**src/rtl/irq_router.sv**
```systemverilog
module irq_router #(
  parameter int NSRC   = 32,
  parameter int NCTX   = 2,
  parameter int PRIO_W = 3,
  parameter int ADDR_W = 22
) (
  input  logic              clk,
  input  logic              rst_n,
  input  logic [NSRC-1:0]   src_irq,
  input  logic              wr_en,
  input  logic              rd_en,
  input  logic [ADDR_W-1:0] addr,
  input  logic [31:0]       wr_data,
  output logic [31:0]       rd_data,
  output logic [NCTX-1:0]   irq_o
);
  localparam int IDW    = $clog2(NSRC);
  localparam int NWORDS = (NSRC + 31) / 32;
  localparam int EN_BASE = 'h2000;
  localparam int EN_STEP = 'h80;
  localparam int CX_BASE = 'h200000;
  localparam int CX_STEP = 'h1000;
  localparam logic [ADDR_W-1:0] PRIO_END = ADDR_W'(4 * NSRC);

  logic [PRIO_W-1:0] prio [NSRC];
  logic [NSRC-1:0]   en   [NCTX];
  logic [PRIO_W-1:0] thr  [NCTX];
  logic [NSRC-1:0]   pend, busy, clm, cmp;
  logic [IDW-1:0]    best_id [NCTX];
  logic [PRIO_W-1:0] best_pr [NCTX];
  logic [NCTX-1:0]   claim_hit, cmpl_hit, thr_hit;
  logic [31:0]       rd_val;

  wire              is_prio  = addr < PRIO_END;
  wire [IDW-1:0]    prio_idx = addr[IDW+1:2];

  always_comb begin
    for (int c = 0; c < NCTX; c++) begin
      thr_hit[c]   = addr == ADDR_W'(CX_BASE + c * CX_STEP);
      claim_hit[c] = rd_en && addr == ADDR_W'(CX_BASE + c * CX_STEP + 4);
      cmpl_hit[c]  = wr_en && addr == ADDR_W'(CX_BASE + c * CX_STEP + 4);
    end
  end

  always_comb begin
    for (int c = 0; c < NCTX; c++) begin
      best_id[c] = '0;
      best_pr[c] = '0;
      for (int i = 1; i < NSRC; i++)
        if (pend[i] && en[c][i] && prio[i] > thr[c] && prio[i] > best_pr[c]) begin
          best_id[c] = IDW'(i);
          best_pr[c] = prio[i];
        end
    end
  end

  always_comb begin
    clm = '0;
    cmp = '0;
    for (int c = 0; c < NCTX; c++)
      for (int i = 1; i < NSRC; i++) begin
        if (claim_hit[c] && best_id[c] == IDW'(i)) clm[i] = 1'b1;
        if (cmpl_hit[c] && wr_data == 32'(i) && en[c][i]) cmp[i] = 1'b1;
      end
  end

  always_comb begin
    rd_val = '0;
    if (is_prio) rd_val = 32'(prio[prio_idx]);
    for (int c = 0; c < NCTX; c++) begin
      for (int w = 0; w < NWORDS; w++)
        if (addr == ADDR_W'(EN_BASE + c * EN_STEP + 4 * w))
          for (int b = 0; b < 32; b++)
            if (32 * w + b < NSRC) rd_val[b] = en[c][32 * w + b];
      if (thr_hit[c]) rd_val = 32'(thr[c]);
      if (claim_hit[c]) rd_val = 32'(best_id[c]);
    end
  end

  always_ff @(posedge clk) begin
    if (!rst_n) begin
      rd_data <= '0;
      irq_o   <= '0;
      pend    <= '0;
      busy    <= '0;
      for (int i = 0; i < NSRC; i++) prio[i] <= '0;
      for (int c = 0; c < NCTX; c++) begin
        en[c]  <= '0;
        thr[c] <= '0;
      end
    end else begin
      if (rd_en) rd_data <= rd_val;
      for (int c = 0; c < NCTX; c++) irq_o[c] <= best_id[c] != '0;
      for (int i = 1; i < NSRC; i++) begin
        pend[i] <= clm[i] ? 1'b0 : (pend[i] | (src_irq[i] & ~busy[i]));
        busy[i] <= clm[i] ? 1'b1 : (cmp[i] ? 1'b0 : busy[i]);
      end
      if (wr_en) begin
        if (is_prio && prio_idx != '0) prio[prio_idx] <= wr_data[PRIO_W-1:0];
        for (int c = 0; c < NCTX; c++) begin
          if (thr_hit[c]) thr[c] <= wr_data[PRIO_W-1:0];
          for (int w = 0; w < NWORDS; w++)
            if (addr == ADDR_W'(EN_BASE + c * EN_STEP + 4 * w))
              for (int b = 0; b < 32; b++)
                if (32 * w + b < NSRC && 32 * w + b != 0) en[c][32 * w + b] <= wr_data[b];
        end
      end
    end
  end

  AST_PEND_BUSY_EXCL: assert property (@(posedge clk) disable iff (!rst_n)
    (pend & busy) == '0);

  AST_ID0_READS_ZERO: assert property (@(posedge clk) disable iff (!rst_n)
    (rd_en && addr == '0) |=> rd_data == '0);

  for (genvar c = 0; c < NCTX; c++) begin : g_ctx_chk
    AST_MAX_THR_SILENT: assert property (@(posedge clk) disable iff (!rst_n)
      ($past(thr[c]) == '1) |-> !irq_o[c]);

    AST_CLAIM_TAKES: assert property (@(posedge clk) disable iff (!rst_n)
      (claim_hit[c] && best_id[c] != '0) |=>
        busy[$past(best_id[c])] && !pend[$past(best_id[c])]);
  end
endmodule

```
**config.mk**
```make
export PLATFORM = sky130hd
export DESIGN_NAME = irq_router
export DESIGN_NICKNAME = d
export VERILOG_FILES = /design/src/rtl/irq_router.sv
export SDC_FILE = /design/constraint.sdc
export NUM_CORES = 1
export LEC_CHECK = 0
export ABC_CLOCK_PERIOD_IN_PS = 37900
export BUFFER_PORTS_ARGS = -buffer_cell sky130_fd_sc_hd__buf_4
export CAP_MARGIN = 20
export CELL_PAD_IN_SITES_DETAIL_PLACEMENT = 0
export CELL_PAD_IN_SITES_GLOBAL_PLACEMENT = 1
export CORE_AREA = 2 2 241 243
export CTS_CLUSTER_DIAMETER = 200
export DETAILED_ROUTE_END_ITERATION = 6
export DIE_AREA = 0 0 243 245
export HOLD_SLACK_MARGIN = 0.15
export PLACE_DENSITY_LB_ADDON = 0.1
export SYNTH_ARGS = -nofsm -noshare
export SYNTH_HDL_FRONTEND = slang
export SYNTH_SLANG_ARGS = --single-unit
```
**constraint.sdc**
```tcl
create_clock -name clk -period 37.9 [get_ports clk]
set_input_delay 3.79 -clock clk [delete_from_list [all_inputs] [get_ports clk]]
set_output_delay 3.79 -clock clk [all_outputs]
set_load 0.05 [all_outputs]
```
==> results.toml, run 1 <==
[setup_path]
regToRegSetupSlack_ns = -0.70
reg2reg_from = "prio[1][1]$_SDFFCE_PN0P_"
slowest_delay_ns = 0.44
startpoint_type = "flop"
worstSetupPathType = "flop to flop"
end_kind = "flop"
timing.rr.end = "busy[11]$_SDFFE_PN0P_"
rr_worst_depth = 209
worstPathMaxFanout = 6
crit_required_ns = 38.34
crit_path_top_delay_cell = "edfxtp_1"
critPathMostFrequentCell = "maj3_2"
critPathArrivalTime_ns = 39.03

[clock_network]
postCtsHoldBufs = 0
ctsLongestPathBuffers = 3
root_buffer = "clkbuf_16"
insertion_delay_ns = 0.56
clk_pin_slew_ns = 0.06
cts_tree = "yes"
htree_levels = 1
cts_inserted_buffers = 27
numClockSinks = 260

[global_routing]
antenna_found_initial = 5
grt_max_degree = 87
grt_pass1_wl_mm = 147
grt.overflow.total = 0
grt_pass1_vias = 25200
grtUsageTotal_pct = 31.6

[timing]
slew_violations = 0
post-route-min-period_ns = 38.60
setup-violations-final = 68
maxSlewHeadroom_pct = 17.6
post-route-period-util_pct = 102
fmax_ghz = 0.0259
skew_ns = 0.0151
worst_hold_slack_ns = 0.473
rsz0062_at_grt = "true"
worst_slack_ns = -0.695
worst_pin_slew_ns = 1.23
hold_viol = 0

[synthesis]
postSynthCellCount = 2939
synth_edf_count = 164
ys_top_cells_by_area = "edfxtp_1, ha_1, dfxtp_1, nor2_1, nand2_1"
yosysWarningCount = 0
synth_seq_area_share_pct = 27.7
ys_types = 128
async_flop_share_pct = 0
synth_ff_type = "edfxtp_1"
syn_area_sq_mm = 0.0247
synth_area_per_cell_sq_um = 8.42
yosysTopAreaCell = "edfxtp_1"
ys_ff_latch = 260
yosysTopAreaCellShare_pct = 19.9

[floorplanning]
fp-row-count = 88
die_x_microns = 243
coreArea_sq_mm = 0.0570
ios = 124
die_area_sq_mm = 0.0595
die_h_microns = 245
initial_core_util_pct = 43.4

[place]
dp_slack_ns = -1.62
io_buffers = 122
globalplace.congestion = 0.932
dp_cells = 4018
dpl.hpwl_mm = 75.0

[layout]
syn_to_final_growth_pct = 32.8
final_common_cell = "buf_4"
drive_gt1_share_pct = 32.2
fin_cells = 4230
nets = 3799
final_util_pct = 57.6
final_cell_mix = "buf_4, nor2_1, nand2_1"
antennaDiodeCount = 0

[power_and_ir_drop]
power_density_mw_per_mm2 = 37.7
intPower_mw = 0.758
swShare_pct = 38.8
p_comb_share_pct = 51.7
power_frac_clock_pct = 21.1
power_mw = 1.24
seqPwrFrac_pct = 27.1
p_sw_mw = 0.480
irDropWorstVdd_mv = 0.0516
p_leak_nw = 13.4

[route]
drt-total-wl_mm = 98.0
vias = 25900
drtPass1Iterations = 6
drt_iter0_drc = 2531
drc = 0
ant_nets = 0
post_drt_wl_per_cell_microns = 23.2
drt-vias-per-instance = 6.13

[hold_path]
min_path_cells = 2
min_from = "busy[24]$_SDFFE_PN0P_"
hold_end = "busy[24]$_SDFFE_PN0P_"
min_path_type = "flop to flop"

[status]
violations = "negative setup slack"
status = "finished with violations"

[flow_run]
cap_violations = 0
## sequential cells by signal, summed over array words and instances (netlist names)
| register | cells |
|---|---|
| busy | 31 |
| en | 62 |
| irq_o | 2 |
| pend | 31 |
| prio | 96 |
| rd_data | 32 |
| thr | 6 |
## stage by stage
stage	TNS [ns]	instance area, sq um
5_1_grt	-124.90	32900
6_report	-35.29	32900
3_5_place_dp	-96.64	29100
3_3_place_gp	-60.14	29100
4_1_cts	-18.28	31600
2_1_floorplan	-0.0142	25300
## cell families after synthesis
| group | synth area share [%] |
|---|---|
| and+or+nand+nor | 22.5 |
| AOI/OAI and AO/OA | 27.3 |
| adders and majority gates | 14.7 |
| buffers and inverters | 4.40 |
| DFF | 27.7 |
| muxes | 3.46 |
| other | 0.0152 |
## how the worst max path moves through the flow
stage / from / end / slack, ns / cells past startpoint
global placement: prio[1][2]$_SDFFCE_PN0P_ / pend[27]$_SDFF_PP0_ / -1.04 / 203
floorplan: thr[0][3]$_DFFE_PP_ / pend[24]$_SDFF_PP0_ / -0.01 / 206
CTS: thr[0][4]$_DFFE_PP_ / pend[24]$_SDFF_PP0_ / -0.39 / 201
detailed placement: thr[0][1]$_DFFE_PP_ / rd_data[3]$_SDFFE_PN0P_ / -1.62 / 210
global route: prio[1][1]$_SDFFCE_PN0P_ / busy[3]$_SDFFE_PN0P_ / -1.97 / 204
finish: prio[1][1]$_SDFFCE_PN0P_ / busy[11]$_SDFFE_PN0P_ / -0.70 / 209
## cells in the mapped netlist, types with 15 or more instances
cell,n
o21ai_1,28
nor4_1,21
a22oi_1,51
nand3_1,105
a21boi_0,15
mux4_2,24
o31ai_1,25
maj3_1,29
a211o_1,19
a22o_1,29
o21ai_0,144
o211ai_1,21
o21a_1,52
inv_1,163
nor2b_1,57
nand3b_1,15
ha_1,264
a211oi_1,20
a311oi_1,42
edfxtp_1,164
o22ai_1,16
clkbuf_1,89
dfxtp_1,96
and2_1,112
nor3_1,63
a31oi_1,39
mux2_2,19
nor2_1,322
a21oi_1,190
and3_1,36
nand4_1,19
nand2_1,265
a21o_1,56
or2_2,21
## critical path, delay by kind of cell, from the launching register on
| family | cells | cell delay, ns |
|---|---|---|
| buffers and inverters | 19 | 2.31 |
| flip-flops | 1 | 0.44 |
| multiplexers | 11 | 3.30 |
| AO/OA/AOI/OAI | 70 | 11.44 |
| AND/OR/NAND/NOR | 61 | 7.15 |
| adder cells (fa/ha/maj) | 48 | 13.77 |
## area by class of cell
| cell class | count | area, sq um |
|---|---|---|
| fill | 5231 | 24200 |
| multi-input combinational | 2400 | 19000 |
| sequential | 260 | 6850 |
| timing repair buffer | 592 | 4610 |
| tap | 765 | 957 |
| clock buffer | 40 | 776 |
| inverter | 164 | 631 |
| clock inverter | 9 | 80.1 |
## per-layer routing
layer | routed length [microns] | global-route usage [%]
met5 | 40 | 0
met4 | 3560 | 11.0
met2 | 45000 | 52.4
met1 | 41900 | 42.4
met3 | 7540 | 4.11
## what timing repair did
item,4_1_cts,5_1_grt
pin swaps,264,268
resized for setup,194,168
gates cloned,1,0
setup endpoints to repair,69,69
setup buffers,117,44
## power by group through the flow
stage	registers, mW	logic (mW)	clock network (mW)
after CTS	0.335	0.569	0.264
after floorplan	0.331	0.310	0
after global placement	0.340	0.484	0
final	0.336	0.641	0.262
after global routing	0.338	0.685	0.273
after detailed placement	0.341	0.496	0
(Power assumes the default switching activity.)
==> run 2: changes to the inputs <==
SKIP_CTS_REPAIR_TIMING = 1   (was unset)
==> results.toml, run 2 (synthesized netlist as in run 1, its figures left out) <==
[status]
status = "finished with violations"
violations = "negative setup slack"

[place]
dpl.hpwl_mm = 75.0
dp_cells = 4018
globalplace.congestion = 0.932
io_buffers = 122

[route]
ant_nets = 0
drt-total-wl_mm = 97.1
drtPass1Iterations = 5
drt-vias-per-instance = 6.18
vias = 25700
drt_iter0_drc = 2373
drc = 0
post_drt_wl_per_cell_microns = 23.4

[clock_network]
htree_levels = 1
ctsLongestPathBuffers = 3
clk_pin_slew_ns = 0.06
insertion_delay_ns = 0.56
root_buffer = "clkbuf_16"
cts_tree = "yes"
numClockSinks = 260
cts_inserted_buffers = 27

[setup_path]
rr_worst_depth = 202
regToRegSetupSlack_ns = -1.06
worstPathMaxFanout = 6
crit_required_ns = 38.34
critPathArrivalTime_ns = 39.39
timing.rr.end = "busy[11]$_SDFFE_PN0P_"
reg2reg_from = "prio[1][1]$_SDFFCE_PN0P_"
startpoint_type = "flop"
crit_path_top_delay_cell = "o31ai_2"
worstSetupPathType = "flop to flop"
end_kind = "flop"
slowest_delay_ns = 0.47

[layout]
final_util_pct = 56.4
reg_top3 = "prio x96, en x62, rd_data x32"
multi_input_area_sq_mm = 0.0189
seqCellArea_sq_mm = 0.00685
final_common_cell = "buf_4"
largest_register_ffs = 96
drive_gt1_share_pct = 30.2
antennaDiodeCount = 0
nFillCells = 5320
nets = 3719
syn_to_final_growth_pct = 30.0
fin_cells = 4150
largest_register = "prio"
final_cell_mix = "buf_4, nor2_1, nand2_1"

[power_and_ir_drop]
power_density_mw_per_mm2 = 37.6
p_leak_nw = 13.0
irDropWorstVdd_mv = 0.0519

[floorplanning]
die_h_microns = 245
fp-row-count = 88
ios = 124
die_area_sq_mm = 0.0595
initial_core_util_pct = 43.4
die_x_microns = 243
coreArea_sq_mm = 0.0570

[timing]
worst_slack_ns = -1.06
slew_violations = 0
post-route-min-period_ns = 38.96
hold_viol = 0
setup-violations-final = 69
worst_pin_slew_ns = 1.19
rsz0062_at_grt = "true"
maxSlewHeadroom_pct = 19.8
post-route-period-util_pct = 103
skew_ns = 0.0151
fmax_ghz = 0.0257

[flow_run]
cap_violations = 0

[hold_path]
hold_end = "busy[24]$_SDFFE_PN0P_"
min_from = "busy[24]$_SDFFE_PN0P_"
min_path_type = "flop to flop"
min_path_cells = 2

[global_routing]
grt_max_degree = 87
grt_pass1_vias = 24300
grt.overflow.total = 0
grt_pass1_wl_mm = 143
grtUsageTotal_pct = 30.9
antenna_found_initial = 5
run 2: metal layers:
layer / track usage [%] / vias up / part of all wire [%]
met5: 0 / - / 0.041
met4: 10.9 / 6 / 3.9
met3: 4.38 / 205 / 7.5
met2: 50.4 / 1013 / 45
met1: 41.9 / 12500 / 43
li1: - / 12000 / -
run 2: how the worst max path moves through the flow:
stage | from | to | depth (start not counted)
after floorplan | thr[0][3]$_DFFE_PP_ | pend[24]$_SDFF_PP0_ | 206
after global placement | prio[1][2]$_SDFFCE_PN0P_ | pend[27]$_SDFF_PP0_ | 203
after detailed placement | thr[0][1]$_DFFE_PP_ | rd_data[3]$_SDFFE_PN0P_ | 210
after CTS | thr[0][1]$_DFFE_PP_ | rd_data[3]$_SDFFE_PN0P_ | 209
after global routing | prio[1][1]$_SDFFCE_PN0P_ | pend[25]$_SDFF_PP0_ | 202
final | prio[1][1]$_SDFFCE_PN0P_ | busy[11]$_SDFFE_PN0P_ | 202
run 2: layout make-up:
| cell class | instances | share of cell area, % |
|---|---|---|
| inverters | 164 | 1.96 |
| multi-input cells | 2400 | 58.7 |
| clock buffers | 40 | 2.41 |
| well taps | 765 | 2.98 |
| flip-flops and latches | 260 | 21.3 |
| clock inverters | 9 | 0.249 |
| repair buffers | 512 | 12.4 |
run 2: per-stage QoR:
| step | total power [mW] | setup TNS (ns) | setup WS (ns) | instance area [sq um] | hold WS [ns] |
|---|---|---|---|---|---|
| after floorplan | 0.641 | -0.0142 | -0.0142 | 25300 | 0.442 |
| after global placement | 0.824 | -60.14 | -1.04 | 29100 | 0.451 |
| after detailed placement | 0.836 | -96.64 | -1.62 | 29100 | 0.464 |
| after CTS | 1.10 | -117.24 | -1.91 | 29900 | 0.473 |
| after global routing | 1.27 | -152.22 | -2.36 | 32200 | 0.486 |
| final | 1.21 | -60.20 | -1.06 | 32200 | 0.472 |
run 2: worst max-delay path, delay by kind of cell, from the launching register on:
family          cells  cell delay (ns)
simple gates       63             7.74
compound gates     71            12.13
fa+ha+maj          49            14.03
flops               1             0.46
buf+inv             7             0.74
mux                12             3.67
run 2: report_power, final:
| part | switching (mW) | leakage [nW] | internal, mW | total, mW |
|---|---|---|---|---|
| sequential | 0.0230 | 2.34 | 0.313 | 0.336 |
| combinational | 0.336 | 10.2 | 0.277 | 0.614 |
| clock | 0.112 | 0.411 | 0.148 | 0.261 |
| total | 0.472 | 13.0 | 0.739 | 1.21 |
